**config.mk**
```make
export PLATFORM = sky130hd
export DESIGN_NAME = fdc_regif
export DESIGN_NICKNAME = d
export VERILOG_FILES = /design/src/rtl/fdc_regif_pkg.sv /design/src/rtl/fdc_legacy_switches.sv /design/src/rtl/fdc_escape_detector.sv /design/src/rtl/fdc_ext_regs.sv /design/src/rtl/fdc_regif.sv
export SDC_FILE = /design/constraint.sdc
export NUM_CORES = 1
export LEC_CHECK = 0
export BUFFER_PORTS_ARGS = -buffer_cell sky130_fd_sc_hd__buf_2
export CAP_MARGIN = 25
export CORE_MARGIN = 4
export CORE_UTILIZATION = 25
export CTS_CLUSTER_SIZE = 30
export DETAILED_ROUTE_END_ITERATION = 10
export SETUP_SLACK_MARGIN = 0.5
export SLEW_MARGIN = 20
export SYNTH_ARGS = -nofsm -noshare
export SYNTH_HDL_FRONTEND = slang
export SYNTH_SLANG_ARGS = --single-unit
```
**constraint.sdc**
```tcl
create_clock -name clk -period 1.8 [get_ports clk]
set_input_delay 0.18 -clock clk [delete_from_list [all_inputs] [get_ports clk]]
set_output_delay 0.18 -clock clk [all_outputs]
set_load 0.02 [all_outputs]
```
**src/rtl/fdc_regif_pkg.sv**
```systemverilog
package fdc_regif_pkg;

    localparam int DATA_W = 8;
    localparam int IDX_W  = 4;

    // switch bit positions inside the soft-switch bank
    localparam int SW_MOTOR = 4;
    localparam int SW_Q6    = 6;
    localparam int SW_Q7    = 7;

    // extended register indices
    localparam logic [IDX_W-1:0] IDX_PHASE_WR = 4'd4;
    localparam logic [IDX_W-1:0] IDX_MODE_CLR = 4'd6;
    localparam logic [IDX_W-1:0] IDX_MODE_SET = 4'd7;
    localparam logic [IDX_W-1:0] IDX_PHASE_RD = 4'd12;
    localparam logic [IDX_W-1:0] IDX_HANDSHK  = 4'd15;

    // escape key bytes and handshake encoding
    localparam logic [DATA_W-1:0] KEY_OUTER   = 8'h57;
    localparam logic [DATA_W-1:0] KEY_INNER   = 8'h17;
    localparam logic [DATA_W-1:0] SENSE_PHASE = 8'h77;
    localparam logic [DATA_W-1:0] SENSE_FLAG  = 8'h08;

    typedef enum logic [1:0] {
        DET_WAIT_A,
        DET_WAIT_B,
        DET_WAIT_C,
        DET_WAIT_D
    } det_state_t;

    typedef enum logic {
        MODE_LEGACY,
        MODE_EXTENDED
    } ctl_mode_t;

endpackage

```
**src/rtl/fdc_legacy_switches.sv**
```systemverilog
module fdc_legacy_switches
    import fdc_regif_pkg::*;
(
    input  logic              clk,
    input  logic              rst_n,
    input  logic              acc_en,
    input  logic              acc_wr,
    input  logic [IDX_W-1:0]  idx,
    input  logic [DATA_W-1:0] wdata,
    output logic [7:0]        sw_q,
    output logic [DATA_W-1:0] data_q,
    output logic [DATA_W-1:0] mode_q,
    output logic              mode_wr
);

    logic [7:0] sw_next;
    logic       store_ok;
    logic       data_wr;

    // switch update first, then the qualifier test on the new value
    always_comb begin
        sw_next = sw_q;
        sw_next[idx[IDX_W-1:1]] = idx[0];
        store_ok = acc_en && acc_wr && sw_next[SW_Q6] && sw_next[SW_Q7];
        data_wr  = store_ok && sw_next[SW_MOTOR];
        mode_wr  = store_ok && !sw_next[SW_MOTOR];
    end

    always_ff @(posedge clk) begin
        if (!rst_n) begin
            sw_q   <= '0;
            data_q <= '0;
            mode_q <= '0;
        end else begin
            if (acc_en)  sw_q   <= sw_next;
            if (data_wr) data_q <= wdata;
            if (mode_wr) mode_q <= wdata;
        end
    end

    // without an enabled access the bank is frozen
    assert_sw_frozen_R9: assert property (@(posedge clk) disable iff (!rst_n)
        !acc_en |=> $stable(sw_q));

    // a qualified write never leaves both qualifiers clear
    assert_gate_qual_R3: assert property (@(posedge clk) disable iff (!rst_n)
        mode_wr |=> (sw_q[SW_Q6] && sw_q[SW_Q7] && !sw_q[SW_MOTOR]));

endmodule

```
**src/rtl/fdc_escape_detector.sv**
```systemverilog
module fdc_escape_detector
    import fdc_regif_pkg::*;
(
    input  logic              clk,
    input  logic              rst_n,
    input  logic              step,
    input  logic [DATA_W-1:0] key_byte,
    output logic              hit
);

    det_state_t state_q, state_d;

    always_comb begin
        state_d = state_q;
        if (step) begin
            unique case (state_q)
                DET_WAIT_A: if (key_byte == KEY_OUTER) state_d = DET_WAIT_B;
                DET_WAIT_B: if (key_byte == KEY_INNER) state_d = DET_WAIT_C;
                DET_WAIT_C: if (key_byte == KEY_OUTER) state_d = DET_WAIT_D;
                DET_WAIT_D: if (key_byte == KEY_OUTER) state_d = DET_WAIT_A;
            endcase
        end
    end

    always_comb begin
        hit = step && (state_q == DET_WAIT_D) && (key_byte == KEY_OUTER);
    end

    always_ff @(posedge clk) begin
        if (!rst_n) state_q <= DET_WAIT_A;
        else        state_q <= state_d;
    end

    // a completed escape puts the detector back at its first state
    assert_hit_rearm_R4: assert property (@(posedge clk) disable iff (!rst_n)
        hit |=> (state_q == DET_WAIT_A));

    // bytes that are neither key value never move the detector
    assert_mismatch_hold_R5: assert property (@(posedge clk) disable iff (!rst_n)
        (step && key_byte != KEY_OUTER && key_byte != KEY_INNER) |=> $stable(state_q));

    // no stored mode byte, no movement
    assert_idle_hold_R5: assert property (@(posedge clk) disable iff (!rst_n)
        !step |=> $stable(state_q));

endmodule

```
**src/rtl/fdc_ext_regs.sv**
```systemverilog
module fdc_ext_regs
    import fdc_regif_pkg::*;
(
    input  logic              clk,
    input  logic              rst_n,
    input  logic              acc_en,
    input  logic              acc_wr,
    input  logic [IDX_W-1:0]  idx,
    input  logic [DATA_W-1:0] wdata,
    output logic [DATA_W-1:0] phase_q,
    output logic [DATA_W-1:0] mode_q,
    output logic [DATA_W-1:0] rd_val
);

    always_ff @(posedge clk) begin
        if (!rst_n) begin
            phase_q <= '0;
            mode_q  <= '0;
        end else if (acc_en && acc_wr) begin
            unique case (idx)
                IDX_PHASE_WR: phase_q <= wdata;
                IDX_MODE_CLR: mode_q  <= mode_q & ~wdata;
                IDX_MODE_SET: mode_q  <= mode_q | wdata;
                default: ;
            endcase
        end
    end

    always_comb begin
        unique case (idx)
            IDX_PHASE_RD: rd_val = phase_q;
            IDX_HANDSHK:  rd_val = (phase_q == SENSE_PHASE) ? SENSE_FLAG : '0;
            default:      rd_val = '0;
        endcase
    end

    // set port leaves every written one set
    assert_mode_set_R7: assert property (@(posedge clk) disable iff (!rst_n)
        (acc_en && acc_wr && idx == IDX_MODE_SET) |=> ((mode_q & $past(wdata)) == $past(wdata)));

    // clear port leaves every written one clear
    assert_mode_clr_R7: assert property (@(posedge clk) disable iff (!rst_n)
        (acc_en && acc_wr && idx == IDX_MODE_CLR) |=> ((mode_q & $past(wdata)) == '0));

    // unused write indices touch nothing
    assert_wr_ignored_R7: assert property (@(posedge clk) disable iff (!rst_n)
        (acc_en && acc_wr && (idx inside {4'd0, 4'd1, 4'd2, 4'd3, 4'd5}))
            |=> ($stable(phase_q) && $stable(mode_q)));

endmodule

```
**src/rtl/fdc_regif.sv**
```systemverilog
module fdc_regif
    import fdc_regif_pkg::*;
#(
    parameter int ADDR_W  = 13,
    parameter int IDX_LSB = 9
) (
    input  logic              clk,
    input  logic              rst_n,
    input  logic [ADDR_W-1:0] addr,
    input  logic [7:0]        wdata,
    input  logic              wr_en,
    input  logic              rd_en,
    output logic [7:0]        rdata,
    output logic              ext_active,
    output logic [7:0]        sw_legacy,
    output logic [7:0]        legacy_data,
    output logic [7:0]        legacy_mode,
    output logic [7:0]        ext_phase,
    output logic [7:0]        ext_mode
);

    localparam int IDX_MSB = IDX_LSB + IDX_W - 1;

    ctl_mode_t         mode_q, mode_d;
    logic [IDX_W-1:0]  idx;
    logic              acc;
    logic              leg_en;
    logic              ext_en;
    logic              mode_wr;
    logic              esc_hit;
    logic [DATA_W-1:0] ext_rd;
    logic              unused_addr;

    assign idx         = addr[IDX_MSB:IDX_LSB];
    assign unused_addr = ^addr;
    assign acc         = wr_en || rd_en;
    assign leg_en      = acc && (mode_q == MODE_LEGACY);
    assign ext_en      = acc && (mode_q == MODE_EXTENDED);

    fdc_legacy_switches u_switches (
        .clk     (clk),
        .rst_n   (rst_n),
        .acc_en  (leg_en),
        .acc_wr  (wr_en),
        .idx     (idx),
        .wdata   (wdata),
        .sw_q    (sw_legacy),
        .data_q  (legacy_data),
        .mode_q  (legacy_mode),
        .mode_wr (mode_wr)
    );

    fdc_escape_detector u_escape (
        .clk      (clk),
        .rst_n    (rst_n),
        .step     (mode_wr),
        .key_byte (wdata),
        .hit      (esc_hit)
    );

    fdc_ext_regs u_ext (
        .clk     (clk),
        .rst_n   (rst_n),
        .acc_en  (ext_en),
        .acc_wr  (wr_en),
        .idx     (idx),
        .wdata   (wdata),
        .phase_q (ext_phase),
        .mode_q  (ext_mode),
        .rd_val  (ext_rd)
    );

    // controller mode: next state
    always_comb begin
        mode_d = mode_q;
        unique case (mode_q)
            MODE_LEGACY:   if (esc_hit) mode_d = MODE_EXTENDED;
            MODE_EXTENDED: mode_d = MODE_EXTENDED;
        endcase
    end

    // controller mode: state register
    always_ff @(posedge clk) begin
        if (!rst_n) mode_q <= MODE_LEGACY;
        else        mode_q <= mode_d;
    end

    // outputs
    always_ff @(posedge clk) begin
        if (!rst_n)     rdata <= '0;
        else if (rd_en) rdata <= (mode_q == MODE_EXTENDED) ? ext_rd : '0;
    end

    assign ext_active = (mode_q == MODE_EXTENDED);

    // extended mode never falls back
    assert_ext_sticky_R9: assert property (@(posedge clk) disable iff (!rst_n)
        ext_active |=> ext_active);

    // legacy registers frozen once extended
    assert_legacy_frozen_R9: assert property (@(posedge clk) disable iff (!rst_n)
        ext_active |=> ($stable(legacy_data) && $stable(legacy_mode)));

    // legacy reads are zero
    assert_legacy_rd_zero_R6: assert property (@(posedge clk) disable iff (!rst_n)
        (rd_en && !ext_active) |=> (rdata == '0));

    // handshake reports sense on the matching phase
    assert_handshake_R8: assert property (@(posedge clk) disable iff (!rst_n)
        (rd_en && ext_active && idx == IDX_HANDSHK && ext_phase == SENSE_PHASE)
            |=> (rdata == SENSE_FLAG));

endmodule

```
==> results of run 1 <==
## repair_timing
item	4_1_cts	5_1_grt
endpoints found under the setup margin	30	46
buffers inserted	6	3
resized for setup	6	22
pin swaps	4	9
hold buffers	0	0
## stage by stage
| step | total power, uW | hold WS [ns] | setup slack, ns |
|---|---|---|---|
| floorplan | 1250 | 0.318 | 0.440 |
| global placement | 1310 | 0.474 | 0.228 |
| detailed placement | 1310 | 0.484 | 0.225 |
| CTS | 1990 | 0.227 | 0.341 |
| global route | 2060 | 0.250 | 0.241 |
| finish | 1970 | 0.232 | 0.326 |
## metal layers
metal  track usage  vias up  routed length (um)
met5             0        -                   0
met4        0.0313        0                  78
met2         0.176       50                2730
met1         0.155      883                2990
met3        0.0335       10                 387
li1              -      925                   -
## layout make-up
class                           instances  area [um^2]
Clock inverter                          2         12.5
Sequential cell                        51         1030
Timing Repair Buffer                   80          465
Fill cell                             892         5770
Clock buffer                            6         72.6
Tap cell                              108          135
Multi-Input combinational cell        161         1340
Inverter                                4         17.5
## worst max-delay path: stages (launching register included)
cell	delay, ns
dfxtp_4	0.39
inv_4	0.05
ha_4	0.16
o41ai_2	0.32
a21oi_1	0.13
nor2_2	0.17
mux2i_1	0.19
## synthesized netlist by cell type, drive strengths merged
master   n  area [um^2]
o41ai    1         8.76
dfxtp   51         1020
and2     1         6.26
nor3     4         30.0
clkbuf   6         22.5
nand2   16         60.1
nor3b    2         25.0
a22oi    3         22.5
nand3b   2         15.0
nand2b   1         6.26
and4     1         8.76
o21a     1         7.51
a221oi   1         8.76
nand3    1         5.00
mux2i   43          430
nor2     5         21.3
and2b    1         7.51
o21bai   2         18.8
inv      4         15.0
buf      6         47.5
a21oi    6         30.0
nand4b   3         26.3
nor4     4         25.0
or2      1         6.26
o21ai    3         15.0
ha       5         62.6
nand4    2         18.8
nor2b   52          325
## cells by family after synthesis
group	synth area share
AOI/OAI and AO/OA	0.0485
adders and majority gates	0.0272
buffers and inverters	0.0370
DFF	0.444
muxes	0.187
and+or+nand+nor	0.255
## worst min path at each step
stage                           endpoint  slack [ns]  cells past startpoint
floorplan            u_escape.state_q[0]        0.32                      2
global placement     u_escape.state_q[0]        0.47                      2
detailed placement   u_escape.state_q[0]        0.48                      2
CTS                     u_ext.phase_q[5]        0.23                      3
global route        u_switches.data_q[1]        0.25                      3
finish              u_switches.data_q[7]        0.23                      3
## power by group through the flow
| stage | combinational [uW] | clock, uW | sequential [uW] |
|---|---|---|---|
| after global routing | 181 | 746 | 1130 |
| after detailed placement | 151 | 0 | 1160 |
| final | 168 | 667 | 1130 |
| after global placement | 150 | 0 | 1160 |
| after floorplan | 77.0 | 0 | 1170 |
| after CTS | 157 | 698 | 1130 |
==> impl_metrics.csv, run 1 <==
group,metric,value,unit
worst_setup_path,crit_path_start,"u_escape.state_q[0]",
global_routing,grtUsageTotal,0.114,
sta,fmax,678,MHz
power,leakage,0.00144,uW
cts,cts_tree,"done",
worst_setup_path,r2r_cells,6,
placement,port_buffers,64,
synthesis,ys_ff_latch,51,
detailed_routing,drc,0,
detailed_routing,first_iter_violations,52,
placement,hpwl,4410,um
worst_setup_path,crit_arrival,1.70,ns
cts,clockRootBuffer,"clkbuf_8",
detailed_routing,vias,1868,
power,p_int,1470,uW
worst_setup_path,end_kind,"flop",
detailed_routing,avgViaCountPerCell,4.53,
synthesis,syn_area,0.00230,mm^2
die,die_w,104,um
power,netSwitchingPower,498,uW
cells_and_area,layout_common_cells,"buf_2, nor2b_1, dfxtp_1, mux2i_1, nand2_1",
global_routing,grt_pass1_vias,1858,
global_routing,grt_max_degree,23,
cells_and_area,final_area,0.00308,mm^2
cts,cts_sinks,51,
sta,worst_clock_skew,0.00702,ns
cells_and_area,fin_cells,412,
sta,slew_headroom,0.761,
detailed_routing,wirelength,6190,um
placement,placed_cell_area,0.00279,mm^2
sta,slew_violations,0,
run_status,status,"finished clean",
cells_and_area,diodes,0,
die,io_pins,74,
cts,insertion_delay,0.30,ns
cells_and_area,synthToLayoutAreaGrowth,34.1,%
worst_setup_path,start_kind,"flop",
die,die_y,104,um
global_routing,grt_antenna_before_repair,0,
worst_setup_path,cp-endpoint,"u_escape.state_q[1]",
detailed_routing,drtAntennaViolNets,0,
sta,tns,0,ns
power,peakVddDrop,0.000358,V
worst_setup_path,cp.required,2.03,ns
cells_and_area,drive_above_1_share,0.405,
synthesis,synthDistinctLibCells,35,
sta,tightest_slew,0.355,ns
cts,cts_max_level,2,
synthesis,yosys_warnings,0,
worst_setup_path,crit_type,"reg -> reg",
die,core,0.00885,mm^2
die,rows,34,
sta,setup_viol,0,
synthesis,yosysSeqAreaShare,0.444,
die,initial_core_util,0.260,
die,die-area,0.0108,mm^2
synthesis,synthCells,228,
detailed_routing,routedWlPerCell,15.0,um
placement,dp_cells,395,
cells_and_area,nNetsFinal,333,
sta,fin_crit_sh,0.819,
min_path,min_path_type,"in -> reg",
power,combinationalPowerShare,0.086,
synthesis,syn_area_per_cell,10.1,um^2
sta,hold_viol,0,
placement,gp_congestion,0.790,
cells_and_area,post-route-util,0.348,
sta,period_minus_slack,1.47,ns
cts,clock_path_buffers,2,
power,pwr-share-seq,0.575,
power,p_clk_frac,0.339,
worst_setup_path,path_max_fanout,4,
detailed_routing,drtPass1Iterations,4,
worst_setup_path,r2r_slack,0.33,ns
cts,cts_buffers,5,
cells_and_area,final_common_cell,"buf_2",
global_routing,grt_overflow,0,
worst_setup_path,r2r-end,"u_escape.state_q[1]",
flow_run,maxCapViolCount,0,
min_path,worstHoldStart,"wdata[7]",
power,pwr_density_cell,639,mW/mm^2
sta,rsz0062_at_grt,"true",
cts,path_clk_slew,0.09,ns
synthesis,syn_nets,258,
power,p_sw_frac,0.253,
global_routing,grt_first_pass_wirelength,10000,um
worst_setup_path,reg2reg_from,"u_escape.state_q[0]",
Note: power is estimated with default switching activity, not from simulation.
==> run 2: changes to the inputs <==
Settings changed: ABC_AREA set to 1.
Clock period 1.8 ns to 1.5 ns, I/O delays scaled along.
==> impl_metrics.csv, run 2 <==
group,metric,value,unit
run_status,status,"finished clean",
sta,rsz0062_at_grt,"true",
power,leakage,0.00152,uW
synthesis,syn_area_per_cell,7.49,um^2
synthesis,yosysTopAreaCell,"dfxtp_1",
global_routing,grt_first_pass_wirelength,9650,um
synthesis,yosysSeqAreaShare,0.459,
placement,port_buffers,64,
synthesis,synthDistinctLibCells,34,
worst_setup_path,crit_type,"reg -> reg",
cts,clockRootBuffer,"clkbuf_8",
cells_and_area,fin_cells,493,
die,io_pins,74,
flow_run,maxCapViolCount,0,
min_path,min_path_type,"in -> reg",
cells_and_area,multi_input_area,0.00129,mm^2
synthesis,netlist_top_cells_count,"nor2_1, dfxtp_1, nand2_1",
worst_setup_path,critical_path.cell_chain,"nand2_4 -> nor4_4 -> buf_4 -> inv_6 -> o21ai_1 -> a21oi_1",
synthesis,syn_nets,327,
synthesis,synth-xor-area-share,0,
detailed_routing,first_iter_violations,48,
die,core,0.00868,mm^2
global_routing,grt_overflow,0,
synthesis,synth_compound_area_frac,0.165,
cells_and_area,seq_area,0.00106,mm^2
worst_setup_path,cp.required,1.70,ns
worst_setup_path,critPathTopFamily,"flip-flops",
synthesis,ys.flop_type,"dfxtp_1",
worst_setup_path,r2r_cells,6,
detailed_routing,drtAntennaViolNets,0,
sta,whs,0.150,ns
synthesis,synth_edf_count,0,
synthesis,syn_area,0.00222,mm^2
cts,cts_buffers,5,
power,pwr_density_cell,764,mW/mm^2
power,peakVddDrop,0.000315,V
global_routing,grt_max_degree,42,
detailed_routing,wirelength,6180,um
worst_setup_path,crit_arrival,1.45,ns
worst_setup_path,r2r_slack,0.25,ns
sta,period_minus_slack,1.25,ns
cts,cts_tree,"done",
worst_setup_path,reg2reg_from,"ext_active",
sta,worst_clock_skew,0.00299,ns
cells_and_area,layout_common_cells,"nor2_1, buf_4, dfxtp_1, buf_2, nand2_1",
cells_and_area,drive_above_1_share,0.460,
cells_and_area,diodes,0,
cells_and_area,fill_cells,916,
die,die_y,102,um
worst_setup_path,path_max_fanout,5,
synthesis,yosysMostFrequentCell,"nor2_1",
detailed_routing,routedWlPerCell,12.5,um
worst_setup_path,cp_slowest_cell,"dfxtp_4",
die,initial_core_util,0.256,
detailed_routing,vias,2167,
sta,hold_viol,0,
cts,insertion_delay,0.30,ns
worst_setup_path,crit_buf_inv,2,
die,die-area,0.0105,mm^2
worst_setup_path,max_stage_delay,0.39,ns
sta,slew_headroom,0.739,
cells_and_area,synthToLayoutAreaGrowth,51.1,%
placement,hpwl,4420,um
sta,slew_violations,0,
detailed_routing,drc,0,
synthesis,synth.area.top_cells,"dfxtp_1, nor2_1, nand2_1",
worst_setup_path,r2r-end,"u_ext.phase_q[2]",
synthesis,yosys.area_share.simple,0.266,
sta,fin_crit_sh,0.836,
worst_setup_path,start_kind,"flop",
worst_setup_path,cp-endpoint,"u_ext.phase_q[2]",
synthesis,synthCells,297,
global_routing,grt_antenna_before_repair,0,
placement,dp_cells,467,
worst_setup_path,end_kind,"flop",
synthesis,yosys.area_share.adder,0.0281,
cts,cts_sinks,51,
sta,tns,0,ns
synthesis,yosys.area.top_type_share,0.459,
die,die_w,102,um
cts,path_clk_slew,0.09,ns
placement,gp_congestion,0.770,
cts,clock_path_buffers,2,
global_routing,grt_pass1_vias,1971,
synthesis,synth_top_family_by_area,"simple AND/OR/NAND/NOR gates",
synthesis,async_flop_share,0,
global_routing,grtUsageTotal,0.116,
detailed_routing,avgViaCountPerCell,4.40,
sta,fmax,797,MHz
sta,setup_viol,0,
die,rows,34,
sta,tightest_slew,0.389,ns
detailed_routing,drtPass1Iterations,4,
worst_setup_path,cp_num_cells,6,
cells_and_area,nNetsFinal,415,
synthesis,yosys_warnings,0,
synthesis,ys_ff_latch,51,
synthesis,synth_mux_area_frac,0,
worst_setup_path,crit_path_start,"ext_active",
cts,cts_max_level,2,
[run 2: changes by cell type in the layout (fill, tap and decap cells not counted), moves of 22 or more]
cell,change
buf_2,-32
buf_4,+34
inv_1,+22
mux2i_1,-43
nor2_1,+45
nor2b_1,-51
o21ai_1,+28
[run 2: kinds of logic after synthesis]
family	count (synthesis)
buf+inv	45
simple gates	126
flops	51
fa+ha+maj	5
compound gates	70
[run 2: worst min-delay path by stage]
stage,from,to,slack [ns],cells past startpoint
2_1_floorplan,wdata[0],u_ext.phase_q[0],0.28,2
3_3_place_gp,flop,flop,0.43,2
3_5_place_dp,flop,flop,0.44,2
4_1_cts,wdata[3],u_ext.phase_q[3],0.14,3
5_1_grt,wdata[5],u_ext.phase_q[5],0.14,3
6_report,wdata[5],u_ext.phase_q[5],0.15,3
[run 2: cell type report]
class	instances	share of cell area
Clock inverter	1	0.00223
Sequential cell	51	0.316
Inverter	39	0.0562
Clock buffer	6	0.0279
Timing Repair Buffer	85	0.172
Tap cell	108	0.0402
Multi-Input combinational cell	202	0.383
Timing Repair inverter	1	0.00261
[run 2: worst reg2reg max path, cell delays in order, from the launching register on]
cell	delay, ns
dfxtp_4	0.39
nand2_4	0.07
nor4_4	0.27
buf_4	0.20
inv_6	0.05
o21ai_1	0.11
a21oi_1	0.05
[run 2: per-stage QoR]
step	setup slack [ns]	utilization	total power (uW)	cell area, um^2
after floorplan	0.311	-	1580	2270
after global placement	0.139	0.314	1680	2730
after detailed placement	0.122	0.314	1680	2730
after CTS	0.249	0.346	2600	3010
after global routing	0.190	0.387	2710	3360
final	0.245	0.387	2570	3360
[run 2: repair_timing]
action / 4_1_cts / 5_1_grt
hold buffers: 0 / 0
pin swaps: 15 / 16
endpoints found under the setup margin: 60 / 81
buffers inserted: 6 / 11
gates cloned: 2 / 0
resized for setup: 57 / 84
[run 2: where the power goes]
| group | internal (uW) | leakage, uW | switching (uW) |
|---|---|---|---|
| logic | 99.6 | 0.00105 | 206 |
| registers | 1360 | 0.000422 | 12.6 |
| clock network | 422 | 0.0000484 | 465 |
| total | 1880 | 0.00152 | 684 |
[run 2: routing by layer]
metal | vias to the layer above | GRT usage | share of wire
met1 | 992 | 0.156 | 0.46
met2 | 37 | 0.192 | 0.49
met5 | - | 0 | 0
met4 | 0 | 0.0151 | 0.0029
li1 | 1136 | - | -
met3 | 2 | 0.0280 | 0.049
==> run 3: changes to the inputs <==
Settings changed: ABC_AREA 1 to 0.
Clock period 1.5 ns to 1.1 ns, I/O delays scaled along.
==> impl_metrics.csv, run 3 (synthesized netlist as in run 1, its figures left out) <==
group,metric,value,unit
sta,fmax,698,MHz
detailed_routing,wirelength,7190,um
cts,cts_max_level,2,
sta,setup_slack,-0.333,ns
detailed_routing,first_iter_violations,34,
flow_run,maxCapViolCount,0,
die,die_w,104,um
sta,fin_crit_sh,1.30,
cells_and_area,final_common_cell,"buf_6",
detailed_routing,drtPass1Iterations,4,
worst_setup_path,crit_buf_inv,1,
worst_setup_path,cp.required,1.33,ns
worst_setup_path,cp_slowest_cell,"dfxtp_4",
worst_setup_path,crit_arrival,1.66,ns
global_routing,grt_max_degree,27,
cts,insertion_delay,0.31,ns
cts,cts_sinks,51,
die,io_pins,74,
cts,clockRootBuffer,"clkbuf_8",
worst_setup_path,critical_path.cell_chain,"inv_4 -> ha_4 -> o41ai_2 -> a21oi_1 -> nor2_2 -> mux2i_1",
sta,slew_violations,0,
cts,clock_path_buffers,2,
detailed_routing,drtAntennaViolNets,0,
global_routing,grt_overflow,0,
run_status,violations,"setup timing",
min_path,min_path_type,"in -> reg",
sta,setup_viol,51,
cts,cts_hold_buf,0,
placement,port_buffers,64,
placement,hpwl,5010,um
cells_and_area,layout_common_cells,"buf_6, buf_4, nor2b_1, dfxtp_2, mux2i_1",
global_routing,grt_pass1_vias,2168,
cts,cts_tree,"done",
worst_setup_path,start_kind,"flop",
die,die_y,104,um
cells_and_area,drive_above_1_share,0.661,
sta,worst_clock_skew,0.0111,ns
detailed_routing,vias,2042,
detailed_routing,routedWlPerCell,15.5,um
die,core,0.00885,mm^2
power,pwr_density_cell,925,mW/mm^2
cells_and_area,post-route-util,0.464,
worst_setup_path,max_stage_delay,0.39,ns
cts,cts_buffers,5,
sta,period_minus_slack,1.43,ns
sta,rsz0062_at_grt,"true",
placement,placed_cell_area,0.00313,mm^2
sta,slew_headroom,0.769,
global_routing,grt_antenna_before_repair,0,
cells_and_area,nNetsFinal,386,
placement,gp_congestion,0.773,
power,leakage,0.00191,uW
global_routing,grtUsageTotal,0.134,
cts,path_clk_slew,0.10,ns
worst_setup_path,crit_type,"reg -> reg",
power,peakVddDrop,0.000771,V
detailed_routing,drc,0,
cells_and_area,final_area,0.00410,mm^2
worst_setup_path,path_max_fanout,4,
cells_and_area,diodes,0,
detailed_routing,avgViaCountPerCell,4.39,
worst_setup_path,critPathTopFamily,"compound AO/OA/AOI/OAI gates",
placement,pre_cts_ws,-0.398,ns
sta,tightest_slew,0.337,ns
die,initial_core_util,0.260,
die,die-area,0.0108,mm^2
global_routing,grt_first_pass_wirelength,11500,um
worst_setup_path,end_kind,"flop",
cells_and_area,synthToLayoutAreaGrowth,78.6,%
run_status,status,"complete, but fails checks",
die,rows,34,
sta,hold_viol,0,
power,total_power,3800,uW
-- run 3: metrics by stage --
stage / cells / hold slack, ns / TNS (ns)
floorplan: 228 / 0.248 / -4.01
global placement: 430 / 0.471 / -12.29
detailed placement: 430 / 0.476 / -12.76
CTS: 459 / 0.223 / -9.01
global route: 465 / 0.224 / -12.56
finish: 465 / 0.228 / -8.39
-- run 3: cell type report --
cell class,instances,area (um^2)
Tap cell,108,135
Fill cell,833,4740
Clock inverter,3,67.6
Inverter,4,17.5
Sequential cell,51,1100
Multi-Input combinational cell,161,1470
Clock buffer,5,68.8
Timing Repair Buffer,133,1240
-- run 3: power by group --
part           internal (uW)  switching, uW  total (uW)
clock                    908            672        1580
sequential              1840           8.22        1840
combinational            177            195         372
-- run 3: per-layer routing --
| metal | track usage | share of wire | routed length, um | vias up |
|---|---|---|---|---|
| met2 | 0.216 | 0.48 | 3450 | 45 |
| met1 | 0.171 | 0.46 | 3320 | 955 |
| met5 | 0 | 0 | 0 | - |
| met3 | 0.0472 | 0.050 | 359 | 6 |
| met4 | 0.0332 | 0.0086 | 62 | 0 |
| li1 | - | - | - | 1036 |
-- run 3: what timing repair did --
item | CTS | global route
pin swaps | 10 | 8
resized for setup | 189 | 13
buffers inserted | 21 | 6
hold endpoints to repair | 0 | 0
setup endpoints to repair | 100 | 100
-- run 3: worst register-to-register path, delay by kind of cell, from the launching register on --
kind | cells | cell delay, ns
AOI/OAI and AO/OA | 2 | 0.42
DFF | 1 | 0.39
muxes | 1 | 0.20
adders and majority gates | 1 | 0.16
and+or+nand+nor | 1 | 0.16
buffers and inverters | 1 | 0.05
-- run 3: worst paths after layout --
path	from	end	slack [ns]	cells past startpoint
worst max-delay path	u_escape.state_q[0]	u_escape.state_q[0]	-0.33	6
worst min-delay path	wdata[0]	u_ext.phase_q[0]	0.23	4
worst max register to register	u_escape.state_q[0]	u_escape.state_q[0]	-0.33	6
worst min register to register	u_escape.state_q[1]	u_escape.state_q[1]	0.52	2
